<file path="src/rtl/pix_exp_pkg.sv">
package pix_exp_pkg;
  typedef enum logic [1:0] {
    MODE_OFF  = 2'd0,
    MODE_IDX  = 2'd1,
    MODE_BGR  = 2'd2,
    MODE_BGRX = 2'd3
  } pix_mode_e;

  localparam int unsigned DEPTH_W = 6;

  function automatic pix_mode_e decode_depth(input logic [DEPTH_W-1:0] d);
    case (d)
      6'd0:    return MODE_OFF;
      6'd24:   return MODE_BGR;
      6'd32:   return MODE_BGRX;
      default: return MODE_IDX;
    endcase
  endfunction
endpackage

</file>
<file path="src/rtl/pix_fetch_gen.sv">
module pix_fetch_gen #(
  parameter int unsigned MAX_W  = 1024,
  parameter int unsigned MAX_H  = 768,
  parameter int unsigned STRIDE = 1024,
  localparam int unsigned XW = $clog2(MAX_W + 1),
  localparam int unsigned YW = $clog2(MAX_H + 1),
  localparam int unsigned AW = $clog2(STRIDE * MAX_H)
) (
  input  logic          clk_i,
  input  logic          rst_ni,
  input  logic          load_i,
  input  logic [XW-1:0] width_i,
  input  logic [YW-1:0] height_i,
  input  logic          step_i,
  output logic          active_o,
  output logic [AW-1:0] addr_o,
  output logic          sol_o,
  output logic          eof_o
);
  logic [XW-1:0] x_q, w_q;
  logic [YW-1:0] y_q, h_q;
  logic          active_q;
  logic          last_x, last_y;

  assign last_x = (x_q == w_q - XW'(1));
  assign last_y = (y_q == h_q - YW'(1));

  always_ff @(posedge clk_i or negedge rst_ni) begin
    if (!rst_ni) begin
      x_q      <= '0;
      y_q      <= '0;
      w_q      <= '0;
      h_q      <= '0;
      active_q <= 1'b0;
    end else if (load_i) begin
      x_q      <= '0;
      y_q      <= '0;
      w_q      <= width_i;
      h_q      <= height_i;
      active_q <= 1'b1;
    end else if (step_i && active_q) begin
      if (last_x) begin
        x_q <= '0;
        if (last_y) active_q <= 1'b0;
        else        y_q      <= y_q + YW'(1);
      end else begin
        x_q <= x_q + XW'(1);
      end
    end
  end

  // fixed pitch: line start does not depend on active width
  assign addr_o   = AW'(y_q) * AW'(STRIDE) + AW'(x_q);
  assign active_o = active_q;
  assign sol_o    = (x_q == '0);
  assign eof_o    = last_x && last_y;
endmodule

</file>
<file path="src/rtl/pix_format.sv">
module pix_format
  import pix_exp_pkg::*;
(
  input  pix_mode_e   mode_i,
  input  logic [7:0]  idx_i,
  input  logic [7:0]  red_i,
  input  logic [7:0]  green_i,
  input  logic [7:0]  blue_i,
  output logic [31:0] data_o,
  output logic [2:0]  bytes_o
);
  always_comb begin
    case (mode_i)
      MODE_BGRX: begin
        data_o  = {8'h00, red_i, green_i, blue_i};
        bytes_o = 3'd4;
      end
      MODE_BGR: begin
        data_o  = {8'h00, red_i, green_i, blue_i};
        bytes_o = 3'd3;
      end
      default: begin
        data_o  = {24'h0, idx_i};
        bytes_o = 3'd1;
      end
    endcase
  end
endmodule

</file>
<file path="src/rtl/pix_palette_expander.sv">
module pix_palette_expander
  import pix_exp_pkg::*;
#(
  parameter int unsigned MAX_W  = 1024,
  parameter int unsigned MAX_H  = 768,
  parameter int unsigned STRIDE = 1024,
  localparam int unsigned XW = $clog2(MAX_W + 1),
  localparam int unsigned YW = $clog2(MAX_H + 1),
  localparam int unsigned AW = $clog2(STRIDE * MAX_H)
) (
  input  logic               clk_i,
  input  logic               rst_ni,
  input  logic               start_i,
  input  logic [DEPTH_W-1:0] depth_i,
  input  logic [XW-1:0]      width_i,
  input  logic [YW-1:0]      height_i,
  output logic               busy_o,
  output logic               mem_rd_o,
  output logic [AW-1:0]      mem_addr_o,
  input  logic [7:0]         mem_data_i,
  output logic               pal_rd_o,
  output logic [7:0]         pal_idx_o,
  input  logic [7:0]         pal_red_i,
  input  logic [7:0]         pal_green_i,
  input  logic [7:0]         pal_blue_i,
  output logic               out_valid_o,
  input  logic               out_ready_i,
  output logic [31:0]        out_data_o,
  output logic [2:0]         out_bytes_o,
  output logic               out_sol_o,
  output logic               out_eof_o
);
  pix_mode_e   mode_q;
  logic        adv, load, fetch;
  logic        f_active, f_sol, f_eof;
  logic        s1_vld_q, s1_sol_q, s1_eof_q;
  logic        s2_vld_q, s2_sol_q, s2_eof_q;
  logic [7:0]  s2_idx_q;
  logic [31:0] fmt_data;
  logic [2:0]  fmt_bytes;

  assign busy_o = f_active | s1_vld_q | s2_vld_q | out_valid_o;
  assign load   = start_i && !busy_o && (decode_depth(depth_i) != MODE_OFF)
                  && (width_i != '0) && (height_i != '0);
  // single advance enable: every stage and both RAM reads move together
  assign adv    = !out_valid_o || out_ready_i;
  assign fetch  = adv && f_active;

  pix_fetch_gen #(.MAX_W(MAX_W), .MAX_H(MAX_H), .STRIDE(STRIDE)) i_fetch (
    .clk_i    (clk_i),
    .rst_ni   (rst_ni),
    .load_i   (load),
    .width_i  (width_i),
    .height_i (height_i),
    .step_i   (adv),
    .active_o (f_active),
    .addr_o   (mem_addr_o),
    .sol_o    (f_sol),
    .eof_o    (f_eof)
  );

  assign mem_rd_o  = fetch;
  assign pal_rd_o  = adv && s1_vld_q;
  assign pal_idx_o = mem_data_i;

  always_ff @(posedge clk_i or negedge rst_ni) begin
    if (!rst_ni) mode_q <= MODE_OFF;
    else if (load) mode_q <= decode_depth(depth_i);
  end

  always_ff @(posedge clk_i or negedge rst_ni) begin
    if (!rst_ni) begin
      s1_vld_q <= 1'b0; s1_sol_q <= 1'b0; s1_eof_q <= 1'b0;
      s2_vld_q <= 1'b0; s2_sol_q <= 1'b0; s2_eof_q <= 1'b0;
      s2_idx_q <= '0;
    end else if (adv) begin
      s1_vld_q <= fetch;
      s1_sol_q <= f_sol;
      s1_eof_q <= f_eof;
      s2_vld_q <= s1_vld_q;
      s2_sol_q <= s1_sol_q;
      s2_eof_q <= s1_eof_q;
      s2_idx_q <= mem_data_i;
    end
  end

  pix_format i_format (
    .mode_i  (mode_q),
    .idx_i   (s2_idx_q),
    .red_i   (pal_red_i),
    .green_i (pal_green_i),
    .blue_i  (pal_blue_i),
    .data_o  (fmt_data),
    .bytes_o (fmt_bytes)
  );

  always_ff @(posedge clk_i or negedge rst_ni) begin
    if (!rst_ni) begin
      out_valid_o <= 1'b0;
      out_data_o  <= '0;
      out_bytes_o <= '0;
      out_sol_o   <= 1'b0;
      out_eof_o   <= 1'b0;
    end else if (adv) begin
      out_valid_o <= s2_vld_q;
      out_data_o  <= fmt_data;
      out_bytes_o <= fmt_bytes;
      out_sol_o   <= s2_sol_q && s2_vld_q;
      out_eof_o   <= s2_eof_q && s2_vld_q;
    end
  end
endmodule

</file>
<file path="config.mk">
export PLATFORM = sky130hd
export DESIGN_NAME = pix_palette_expander
export DESIGN_NICKNAME = d
export VERILOG_FILES = /design/src/rtl/pix_exp_pkg.sv /design/src/rtl/pix_fetch_gen.sv /design/src/rtl/pix_format.sv /design/src/rtl/pix_palette_expander.sv
export SDC_FILE = /design/constraint.sdc
export NUM_CORES = 1
export LEC_CHECK = 0
export ABC_AREA = 1
export BUFFER_PORTS_ARGS = -buffer_cell sky130_fd_sc_hd__clkbuf_2
export CORE_ASPECT_RATIO = 0.6
export CORE_MARGIN = 2
export CORE_UTILIZATION = 40
export DETAILED_ROUTE_END_ITERATION = 7
export PLACE_DENSITY_LB_ADDON = 0.25
export SLEW_MARGIN = 5
export SYNTH_ARGS = -nofsm -noshare
export SYNTH_HDL_FRONTEND = slang
export SYNTH_SLANG_ARGS = --single-unit
</file>
<file path="constraint.sdc">
create_clock -name clk_i -period 1.8 [get_ports clk_i]
set_input_delay 0.18 -clock clk_i [delete_from_list [all_inputs] [get_ports clk_i]]
set_output_delay 0.18 -clock clk_i [all_outputs]
set_load 0.05 [all_outputs]
</file>
==> summary.txt <==
Run status
  – Outcome: finished with violations
  – Failing checks: negative setup slack

Critical path
  – Critical Path Slowest Stage Cell: dfrtp_1
  – CP Launch Type: flip-flop
  – CP Max Fanout: 2
  – Cells along the critical path: ha_4, ha_4, nand3_4, nor2_4, buf_6, xor2_4, buf_12
  – Critical path class: flip-flop to primary output
  – Worst Path Required: 1.62 ns
  – CP max stage delay: 0.42 ns
  – CP dominant cell by count: ha_4
  – Worst EP arrival: 1.76 ns
  – Critical Path End Type: primary output

Timing
  – TNS Setup: -2.368 ns
  – Fin crit period: 1.939 ns
  – Setup ws final: -0.1387 ns
  – Tcrit/Tclk final: 107.7%
  – FMAX: 515.8 MHz
  – Setup-failing EPs final: 29
  – Final hold vios: 0
  – Max Slew Vio Count: 0
  – RSZ-0062 raised after global routing: yes
  – Clock skew: 0.009562 ns

Floorplanning
  – Rows: 32
  – Die height: 93.60 um
  – Chip width: 153.3 um
  – Starting Density: 41.38%
  – Placeable Area: 12930 um2
  – I/O pin cnt: 132
  – DIE AREA: 14350 um2

Synthesis
  – Distinct cells, synth: 38
  – Syn avg cell area: 7.321 um2
  – Ys flop type: dfrtp_1
  – Async set-reset flop share out of synthesis: 100.0%
  – Synthesized area: 5351 um2
  – Synthesized instance count: 731
  – Top cells by area, synth: dfrtp_1 42%, nand2_1 17%, inv_1 5.5%
  – Synth top cells by count: 237 x nand2_1, 89 x dfrtp_1, 78 x inv_1
  – Post-synthesis register bit count: 89
  – Cell with the most instances after synthesis: nand2_1
  – EDFF count, synth: 0
  – Synth area leader: dfrtp_1
  – Ys Warns: 0
  – Synth top area share: 41.62%
  – Post-synthesis sequential area ratio: 41.62%

Place
  – Placed Area: 6404 um2
  – Hpwl dp: 10890 um
  – Port bufs: 123
  – Worst slack, placed: -0.1423 ns
  – # placed instances: 1032
  – Placer Congestion: 0.8672

Final layout
  – Fin util: 56.86%
  – # diodes: 0
  – Share of post-route cells with drive strength above 1: 33.89%
  – Final instance area: 7353 um2
  – Final net count: 968
  – Fill cells: 1220
  – Area growth syn-to-layout: 37.41%
  – Post-Layout Cell Count: 1073

Detailed routing
  – WL final: 15220 um
  – Drt initial violations: 357
  – Remaining antenna violation count: 0
  – Drt first pass iters: 6
  – Uppermost routed layer: met4
  – Met3 wire len: 784 um
  – M1 WL: 7673 um
  – DRC: 0
  – Met2 routed WL: 6664 um
  – Via/cell ratio: 4.813
  – DR vias: 5164
  – Drt wl/cell: 14.18 um

CTS
  – Worst-Skew Late Latency: 0.34 ns
  – H-tree levels: 3
  – Clk slew on worst S/H paths: 0.07 ns
  – Max clock buf depth: 2
  – TritonCTS buffer count: 9
  – TritonCTS clock tree: yes
  – CTS root buf: clkbuf_16
  – CTS sink cnt: 89

Power and ir drop
  – Power Density: 1438 nW/um2
  – Leakage power: 3.767 nW
  – Worst IR drop on VDD: 0.0005476 V

Run
  – Max_cap viols: 0

GRT
  – Wire length of the first global-routing pass: 24540 um
  – Gr ovfl total: 0
  – Initial antenna violation count: 0
  – Tot GR Track Use: 21.39%
  – Largest net degree at the start of global routing: 62
  – Vias in the first global route: 4843

Min path
  – Hold WC Path Type: input pin to flip-flop
[stage by stage]
step	hold slack [ns]	total power, W
after detailed placement	0.07233	0.008004
after global placement	0.07221	0.007914
after floorplan	-0.1156	0.006608
after CTS	0.03680	0.01028
final	0.04362	0.01058
after global routing	0.04097	0.01130
[timing repair]
action / CTS / global route
setup endpoints to repair: 31 / 49
cloned: 1 / 0
resized for setup: 65 / 57
pin swaps: 37 / 32
endpoints found under the hold margin: 16 / 0
hold buffers: 1 / 0
setup buffers: 17 / 7
[path summary, 6_finish.rpt]
kind | from | to | slack [ns] | cells past startpoint
max | i_fetch.y_q[0] | mem_addr_o[16] | -0.14 | 7
min reg2reg | s1_eof_q | s2_eof_q | 0.48 | 2
max reg2reg | i_fetch.h_q[1] | i_fetch.y_q[7] | -0.11 | 14
min | mem_data_i[7] | s2_idx_q[7] | 0.04 | 3
max in group asynchronous | rst_ni | i_fetch.y_q[6] | 1.00 | 3
min in group asynchronous | rst_ni | out_data_o[18] | 0.25 | 2
[layer usage]
layer | vias up | global-route usage (%)
li1 | 2609 | -
met1 | 2412 | 32.41
met2 | 134 | 31.36
met5 | - | 0
met3 | 9 | 4.449
met4 | 0 | 4.475
[placed cells by master (no fill, tap or decap), drive strengths merged, types with 19 or more instances in the layout]
cell	Yosys	routed
a21oi	24	24
buf	35	83
clkbuf	16	124
dfrtp	89	89
inv	81	85
nand2	242	242
nand3	45	46
nand4	19	19
nor2	62	62
o21ai	48	48
xor2	21	21
[cells by family after synthesis]
group	synth area share, %
fa+ha+maj	1.637
xor+xnor	5.074
simple gates	31.35
flops	41.62
buf+inv	11.99
other cells	0.07008
compound gates	8.254
[power by group]
| part | internal (W) | total, W | switching [W] |
|---|---|---|---|
| Sequential | 0.00259 | 0.00318 | 0.000598 |
| Combinational | 0.00200 | 0.00555 | 0.00355 |
| Clock | 0.000962 | 0.00184 | 0.000883 |
[worst max-delay path: cells and delay by family (launching register included)]
kind                     cells  cell delay [ns]
AND/OR/NAND/NOR              2             0.21
buffers and inverters        2             0.28
flip-flops                   1             0.42
XOR/XNOR                     1             0.15
adder cells (fa/ha/maj)      2             0.36
[flip-flops by register name (all words and copies together) (netlist names)]
register	cells
s2_idx_q	8
s1_sol_q	1
i_fetch.x_q	11
i_fetch.y_q	10
out_eof_o	1
s2_eof_q	1
s1_vld_q	1
out_valid_o	1
out_sol_o	1
s2_sol_q	1
out_data_o	24
i_fetch.h_q	10
i_fetch.active_o	1
out_bytes_o	3
s2_vld_q	1
mode_q	2
s1_eof_q	1
i_fetch.w_q	11
[area by class of cell]
| class | instances | area (um2) | share of cell area [%] |
|---|---|---|---|
| clock buffers | 9 | 225.2 | 3.063 |
| multi-input cells | 517 | 2922 | 39.73 |
| inverters | 82 | 307.8 | 4.186 |
| repair buffers | 199 | 1389 | 18.89 |
| clock inverters | 7 | 58.81 | 0.7997 |
| flip-flops and latches | 89 | 2238 | 30.44 |
| well taps | 170 | 212.7 | 2.893 |
(Power assumes the default switching activity.)
